### src/rtl/rm_addr_gen.sv
module rm_addr_gen #(
  parameter int SEG_W  = 16,
  parameter int OFF_W  = 32,
  parameter int ADDR_W = 32,
  parameter int SHIFT  = 4,
  parameter int HI_LSB = 20
) (
  input  logic              clk,
  input  logic              rst_n,
  input  logic              req,
  input  logic [SEG_W-1:0]  seg_val,
  input  logic [OFF_W-1:0]  eff_off,
  input  logic [1:0]        acc_size,
  input  logic              code_fetch,
  input  logic              far_xfer,
  output logic [ADDR_W-1:0] phys_addr,
  output logic [3:0]        byte_en,
  output logic              gp_fault,
  output logic              addr_valid
);
  localparam int SUM_W = SEG_W + SHIFT + 1;
  localparam int HI_W  = ADDR_W - HI_LSB;
  localparam logic [OFF_W:0] LIMIT = OFF_W'((1 << SEG_W) - 1);

  logic              hi_force;
  logic [SUM_W-1:0]  sum;
  logic [OFF_W:0]    last_byte;
  logic [2:0]        span_m1;
  logic [3:0]        mask;
  logic [7:0]        mask_sh;
  logic              over;

  always_ff @(posedge clk or negedge rst_n)
    if (!rst_n)        hi_force <= 1'b1;
    else if (far_xfer) hi_force <= 1'b0;

  always_comb
    case (acc_size)
      2'd0:    begin span_m1 = 3'd0; mask = 4'b0001; end
      2'd1:    begin span_m1 = 3'd1; mask = 4'b0011; end
      default: begin span_m1 = 3'd3; mask = 4'b1111; end
    endcase

  assign last_byte = {1'b0, eff_off} + (OFF_W+1)'(span_m1);
  assign over      = last_byte > LIMIT;

  assign sum = {1'b0, seg_val, SHIFT'(0)} + SUM_W'(eff_off[SEG_W-1:0]);

  always_comb begin
    phys_addr = ADDR_W'(sum);
    if (hi_force && code_fetch)
      phys_addr[ADDR_W-1:HI_LSB] = {HI_W{1'b1}};
  end

  assign mask_sh    = {4'b0, mask} << phys_addr[1:0];
  assign byte_en    = mask_sh[3:0];
  assign gp_fault   = req && over;
  assign addr_valid = req && !over;

  a_r3_fault_blocks_valid: assert property (@(posedge clk) disable iff (!rst_n)
    gp_fault |-> !addr_valid);

  a_r2_legal_offset_small: assert property (@(posedge clk) disable iff (!rst_n)
    addr_valid |-> (eff_off < (OFF_W)'(1 << SEG_W)));

  a_r5_far_clears_override: assert property (@(posedge clk) disable iff (!rst_n)
    far_xfer |=> (phys_addr[ADDR_W-1:HI_LSB+1] == '0));

  a_r5_override_stays_off: assert property (@(posedge clk) disable iff (!rst_n)
    !hi_force |=> !hi_force);

  a_r6_data_never_forced: assert property (@(posedge clk) disable iff (!rst_n)
    !code_fetch |-> (phys_addr[ADDR_W-1:HI_LSB+1] == '0));

  a_r7_lanes_nonzero: assert property (@(posedge clk) disable iff (!rst_n)
    req |-> (byte_en != 4'b0));
endmodule

### config.mk
export PLATFORM = sky130hd
export DESIGN_NAME = rm_addr_gen
export DESIGN_NICKNAME = d
export VERILOG_FILES = /design/src/rtl/rm_addr_gen.sv
export SDC_FILE = /design/constraint.sdc
export NUM_CORES = 1
export LEC_CHECK = 0
export CELL_PAD_IN_SITES_DETAIL_PLACEMENT = 1
export CELL_PAD_IN_SITES_GLOBAL_PLACEMENT = 1
export CORE_ASPECT_RATIO = 0.5
export CORE_UTILIZATION = 25
export CTS_CLUSTER_SIZE = 12
export DETAILED_ROUTE_END_ITERATION = 10
export PLACE_DENSITY_LB_ADDON = 0.1
export SYNTH_ARGS = -nofsm -noshare
export SYNTH_HDL_FRONTEND = slang
export SYNTH_SLANG_ARGS = --single-unit
### constraint.sdc
create_clock -name clk -period 9.8 [get_ports clk]
set_input_delay 1.96 -clock clk [delete_from_list [all_inputs] [get_ports clk]]
set_output_delay 1.96 -clock clk [all_outputs]
set_load 0.05 [all_outputs]
=== Word-level counts from Yosys, hierarchy flattened ===
Cells that the tools add are included.

* Add/subtract/negate cells: 2
* Muxes and demuxes: 3
* Order comparisons: 1
* Reductions and logical operators: 5
* Eq/ne operators: 1
* Shift-type cells: 1

{| class="wikitable"
|+ Operators with widths
! cell !! number
|-
| adder 32 x 3 -> 33 bit || 1
|-
| greater-than comparator 33 x 16 -> 1 bit (second input constant) || 1
|-
| adder 20 x 16 -> 21 bit || 1
|-
| 2-to-1 mux 12 bit || 1
|-
| case mux 4 bit (2 select lines) || 1
|-
| case mux 2 bit (2 select lines) || 1
|-
| left shift 4 x 2 -> 4 bit || 1
|-
| logical AND 1 bit || 3
|-
| equality test 2 x 1 -> 1 bit (second input constant) || 1
|-
| zero test 2 bit || 1
|-
| zero test 1 bit || 1
|}

* Output and inout bits: 38
* Word-level logic and storage cells: 14
* Register bits: 1
* Input bits: 55

=== Depth between registers and ports, before layout ===
Gate-level depths: netlist of the first run.

* Word-level depth: 6
* Mapped depth: 10
* Mapped depth without buffers: 10

=== Worst setup path before layout of the first run ===
Ideal clock, no wire load.

* Kind: input to output
* Start point: in acc_size[1]
* End point: out addr_valid
* Cell stages on the path: 8
* Path buffers: 0
* Arrival: 5195 ps
* Required time: 7840 ps
* Slack: 2645 ps
* Cell sequence: or2_2 -> ha_1 -> fa_1 -> a2111o_1 -> a22oi_1 -> nand2_1 -> nand4b_1 -> nor4_1

* Cells in the longest elaborated chain, start to end: 6
* Elaborated cells on any way between the ends: 7
* Those cells by class: add/sub: 1; order compare: 1; eq/ne: 1; mux: 1; reduce/logical: 3

{| class="wikitable"
|+ Ends and longest elaborated chain
! element !! RTL line !! source
|-
| from (decl) || 13 || <nowiki>input logic [1:0] acc_size,</nowiki>
|-
| equality test 2 x 1 -> 1 bit / zero test 2 bit (equally long branches) || 38 || <nowiki>case (acc_size)</nowiki>
|-
| case mux 2 bit (2 select lines) * || 38 ||
|-
| adder 32 x 3 -> 33 bit * || 44 || <nowiki>assign last_byte = {1'b0, eff_off} + (OFF_W+1)'(span_m1);</nowiki>
|-
| greater-than comparator 33 x 16 -> 1 bit * || 45 || <nowiki>assign over = last_byte > LIMIT;</nowiki>
|-
| zero test 1 bit * || 58 || <nowiki>assign addr_valid = req && !over;</nowiki>
|-
| logical AND 1 bit * || 58 ||
|-
| to (decl) || 19 || <nowiki>output logic addr_valid</nowiki>
|}

Mark *: on every way between the ends. The rest lies on a longest branch, timed or not.

=== Worst setup path in the final report of the first run ===
Same ends and word-level chain as after synthesis.

==> results of run 1 <==
[logic make-up after synthesis]
| group | Yosys count |
|---|---|
| and+or+nand+nor | 72 |
| muxes | 3 |
| buffers and inverters | 27 |
| xor gates and xnor gates | 13 |
| DFF | 1 |
| adders and majority gates | 17 |
| AOI/OAI and AO/OA | 44 |
[worst paths after layout]
path / start / to / slack, ps / depth (start not counted)
max: acc_size[1] / addr_valid / 2390 / 10
min: hi_force$_DFFE_PN1P_ / hi_force$_DFFE_PN1P_ / 470 / 1
max reg2reg: hi_force$_DFFE_PN1P_ / hi_force$_DFFE_PN1P_ / 9100 / 1
min reg2reg: hi_force$_DFFE_PN1P_ / hi_force$_DFFE_PN1P_ / 470 / 1
max in group asynchronous: rst_n / hi_force$_DFFE_PN1P_ / 7500 / 1
min in group asynchronous: rst_n / hi_force$_DFFE_PN1P_ / 2270 / 1
[area by class of cell]
cell class,count,area (um2)
Multi-Input combinational cell,149,1135
Fill cell,634,2785
Inverter,12,45.04
Sequential cell,1,26.28
Tap cell,70,87.58
Timing Repair Buffer,92,920.9
[power breakdown]
| group | internal, mW | switching [mW] |
|---|---|---|
| Clock | 0 | 0 |
| Sequential | 0.00421 | 0 |
| Combinational | 0.0638 | 0.0902 |
[cell usage after synthesis, types with 3 or more instances]
cell type   n  area [um2]
ha_1       15       187.7
buf_4      14       105.1
nand2_1    14       52.55
nor2_1     13       48.80
a21oi_1    12       60.06
inv_1      12       45.04
xnor2_1    11       96.34
nand4_1     8       50.05
o21ai_0     7       35.03
nor2b_1     6       37.54
nor3_1      5       25.02
a211oi_1    4       30.03
and2_1      3       18.77
and3_1      3       18.77
nand3_1     3       15.01
[layer usage]
metal,vias to the layer above,wire length [um],GRT usage (%)
met4,0,0,0
met1,734,1924,18.01
met2,51,2117,29.14
met5,-,0,0
li1,803,-,-
met3,0,191,0.8621
[through the flow]
stage / cell area (um2) / hold slack (ps)
final: 2215 / 472.1
after global routing: 2215 / 487.3
after CTS: 2215 / 475.5
after detailed placement: 2215 / 474.1
after global placement: 2215 / 471.6
after floorplan: 1315 / 459.2
==> summary.md, run 1 <==
| Metric | Value |
|---|---|
| IO buf count | `92` |
| DPL Wire Length | `3.824 mm` |
| Slew @ Worst Pin | `512.8 ps` |
| Adder-cell share of the synthesized area | `17.32%` |
| Yosys warns | `0` |
| RePlAce Congestion | `0.7582` |
| Type of the most critical hold path | `register to register` |
| Crit path max-delay family | `buffers and inverters` |
| PostCTS Resize Cnt | `0` |
| Crit Path Max Fanout | `6` |
| EDFF count, synth | `0` |
| Num ports | `93` |
| Post-synthesis sequential area ratio | `1.998%` |
| Die height | `53.29 um` |
| Clock Pin Slew Worst Setup and Hold Paths | `0 ps` |
| Register with the highest flop count | `hi_force` |
| Number of diodes | `0` |
| Yosys reg bits | `1` |
| WL final | `4.234 mm` |
| Initial DRT Pass Iterations | `4` |
| Crit-path cells | `clkdlybuf4s50_1, or2_2, ha_1, fa_1, a2111o_1, a22oi_1, nand2_1, nand4b_1, nor4_1, clkdlybuf4s50_1` |
| Row Count | `18` |
| Crit-path max cell delay | `850 ps` |
| Synth Area in XOR/XNOR | `8.658%` |
| Max-cap violations | `0` |
| Hold bufs inserted after CTS | `0` |
| Post-Synth Simple-Gate Area | `35.01%` |
| Area Growth Syn to Fin | `68.41%` |
| Status | `finished clean` |
| Worst Setup Path Type | `input pin to output port` |
| Util after Layout | `44.29%` |
| CP Data Required Time | `7840 ps` |
| Period utilization | `75.63%` |
| Initial Utilization | `26.30%` |
| Rel. slew slack | `65.71%` |
| Largest family of logic cells by synthesized area | `simple AND/OR/NAND/NOR gates` |
| Vias in the first global route | `1,460` |
| Critical path buffers and inverters | `2` |
| Total power draw | `0.1582 mW` |
| DR DRC count | `0` |
| Mux contribution to synthesized area | `2.379%` |
| Max FFs per register | `1` |
| Ys async rst share | `100.0%` |
| Non-Filler Instances | `324` |
| Final worst setup slack | `2389 ps` |
| Commonest non-fill, non-tap cell in the layout | `clkdlybuf4s50_1` |
| Die area | `5572 um2` |
| First-pass GRT wire length | `6.679 mm` |
| Total global routing overflow | `0` |
| Synth Area per Inst | `7.429 um2` |
| Nets | `328` |
| Post-CTS Setup Bufs | `0` |
| Fin Setup TNS | `0 ps` |
| Initial antenna violation count | `0` |
| Via/cell ratio | `4.901` |
| Peak supply drop | `0.04465 mV` |
| Largest net degree at the start of global routing | `13` |
| Compound-Gate Fraction of Synth Area | `22.93%` |
| Synth Net Count | `249` |
| Hold Violations, Final | `0` |
| F_max | `134.9 MHz` |
| RSZ-0062 raised after global routing | `no` |
| Clk_skew | `0 ps` |
| Clock latency on the worst-skew pair | `0 ps` |
| Leakage power | `0.8832 nW` |
| WL/cell | `13.07 um` |
| Cell Pwr Density | `71.44 nW/um2` |
| Crit start category | `input pin` |
| CP max stage cell | `clkdlybuf4s50_1` |
| Total GRT Usage | `14.38%` |
| Die Width | `104.6 um` |
| Post-route minimum period | `7411 ps` |
| Setup WS pre-CTS | `2388 ps` |
| Vias | `1,588` |
| Largest regs | `hi_force x1` |
| Max-slew violations | `0` |
| Core Area | `5000 um2` |
| Final Setup Violations | `0` |
| Main flop type after synthesis | `dfstp_2` |
| CP arrival | `5450 ps` |
| Critical path's most frequent cell | `clkdlybuf4s50_1` |
| Post-synthesis cell count | `177` |
| Share of cells above drive strength 1 | `5.512%` |
| Initial DRC count | `14` |
| Netlist cell types | `50` |
| Post-Syn Area | `1315 um2` |
| Post-route ant nets | `0` |
| Commonest non-fill, non-tap cells in the layout | `clkdlybuf4s50_1, ha_1, nand2_1` |
| Endpoint type of the worst setup path | `output port` |
| Cells after DPL | `324` |
No activity file was read; power rests on OpenSTA's default activity.
==> run 2, diff against run 1 <==
--- a/config.mk
+++ b/config.mk
@@ -8,7 +8,7 @@
 export CELL_PAD_IN_SITES_DETAIL_PLACEMENT = 1
 export CELL_PAD_IN_SITES_GLOBAL_PLACEMENT = 1
 export CORE_ASPECT_RATIO = 0.5
-export CORE_UTILIZATION = 25
+export CORE_UTILIZATION = 21
 export CTS_CLUSTER_SIZE = 12
 export DETAILED_ROUTE_END_ITERATION = 10
 export PLACE_DENSITY_LB_ADDON = 0.1
==> constraint.sdc (replaced) <==
create_clock -name clk -period 6 [get_ports clk]
set_input_delay 1.2 -clock clk [delete_from_list [all_inputs] [get_ports clk]]
set_output_delay 1.2 -clock clk [all_outputs]
set_load 0.05 [all_outputs]
==> summary.md, run 2 (same netlist as run 1, synthesis figures left out) <==
| Metric | Value |
|---|---|
| Status | `finished clean` |
| Cell Pwr Density | `116.1 nW/um2` |
| Nets | `329` |
| Peak supply drop | `0.04671 mV` |
| Die area | `6602 um2` |
| Cells after DPL | `339` |
| Hold Violations, Final | `0` |
| WL final | `4.464 mm` |
| IO buf count | `92` |
| Endpoint type of the worst setup path | `output port` |
| Vias | `1,580` |
| Total global routing overflow | `0` |
| Max FFs per register | `1` |
| Total GRT Usage | `12.81%` |
| Clock Pin Slew Worst Setup and Hold Paths | `0 ps` |
| Non-Filler Instances | `339` |
| Core Area | `5753 um2` |
| Clk_skew | `0 ps` |
| Die height | `57.96 um` |
| Commonest non-fill, non-tap cells in the layout | `clkdlybuf4s50_1, ha_1, nand2_1` |
| Crit Path Max Fanout | `6` |
| Num ports | `93` |
| Number of diodes | `0` |
| DPL Wire Length | `3.938 mm` |
| Slew @ Worst Pin | `519.7 ps` |
| Leakage power | `0.8945 nW` |
| Crit start category | `input pin` |
| Via/cell ratio | `4.661` |
| F_max | `176.0 MHz` |
| Row Count | `19` |
| Share of cells above drive strength 1 | `7.059%` |
| Largest net degree at the start of global routing | `13` |
| DR DRC count | `0` |
| Fin area | `2245 um2` |
| Register with the highest flop count | `hi_force` |
| Total power draw | `0.2606 mW` |
| Fin Setup TNS | `0 ps` |
| First-pass GRT wire length | `7.058 mm` |
| RSZ-0062 raised after global routing | `no` |
| CP Data Required Time | `4800 ps` |
| Max-slew violations | `0` |
| Final Setup Violations | `0` |
| Placed Area | `2245 um2` |
| Area Growth Syn to Fin | `70.69%` |
| Worst Setup Path Type | `input pin to output port` |
| Initial DRT Pass Iterations | `4` |
| Worst Hold Margin | `479.1 ps` |
| Post-CTS Setup Bufs | `0` |
| Clock latency on the worst-skew pair | `0 ps` |
| Largest regs | `hi_force x1` |
| Die Width | `113.9 um` |
| Rel. slew slack | `65.24%` |
| Commonest non-fill, non-tap cell in the layout | `clkdlybuf4s50_1` |
| Vias in the first global route | `1,581` |
| Hold bufs inserted after CTS | `0` |
| RePlAce Congestion | `0.7729` |
| Post-route ant nets | `0` |
| Post-route minimum period | `5681 ps` |
| Initial Utilization | `22.86%` |
| PostCTS Resize Cnt | `0` |
| Initial antenna violation count | `0` |
| CP arrival | `4480 ps` |
| WL/cell | `13.17 um` |
| Period utilization | `94.68%` |
| Initial DRC count | `26` |
| Max-cap violations | `0` |
| Type of the most critical hold path | `register to register` |
==> run 2: cell type report <==
class,count,area [um2]
tap,84,105.1
inverter,12,45.04
multi-input combinational,149,1135
fill,709,3508
sequential,1,26.28
timing repair buffer,93,933.4
==> run 2: where the power goes <==
part | total [mW] | internal, mW | switching [mW]
Combinational | 0.254 | 0.104 | 0.150
Clock | 0 | 0 | 0
Sequential | 0.00688 | 0.00688 | 0
Total | 0.261 | 0.111 | 0.150
==> run 2: final timing paths <==
kind	from	endpoint	slack, ps	cells after the start
max	acc_size[1]	gp_fault	320	10
max in group asynchronous	rst_n	hi_force$_DFFE_PN1P_	4460	1
max reg2reg	hi_force$_DFFE_PN1P_	hi_force$_DFFE_PN1P_	5290	1
min reg2reg	hi_force$_DFFE_PN1P_	hi_force$_DFFE_PN1P_	480	1
min	hi_force$_DFFE_PN1P_	hi_force$_DFFE_PN1P_	480	1
min in group asynchronous	rst_n	hi_force$_DFFE_PN1P_	1520	1
==> run 2: stage by stage <==
step | util [%] | setup slack, ps
after global routing | 39.02 | 127.0
after CTS | 39.02 | 310.5
after floorplan | - | 365.3
final | 39.02 | 319.3
after global placement | 39.02 | 379.6
after detailed placement | 39.02 | 312.5
==> run 2: routing by layer <==
metal / part of all wire, % / track usage (%)
met5: 0 / 0
met4: 0 / 0.1855
met3: 4.7 / 0.8368
met2: 47 / 25.00
met1: 48 / 16.57
==> run 2: worst max-delay path: stages <==
cell	delay, ps
clkdlybuf4s50_1	420
or2_2	320
ha_1	220
fa_1	480
a2111o_1	400
a22oi_1	140
nand2_1	60
nand4b_1	200
o31a_1	320
clkdlybuf4s50_1	700
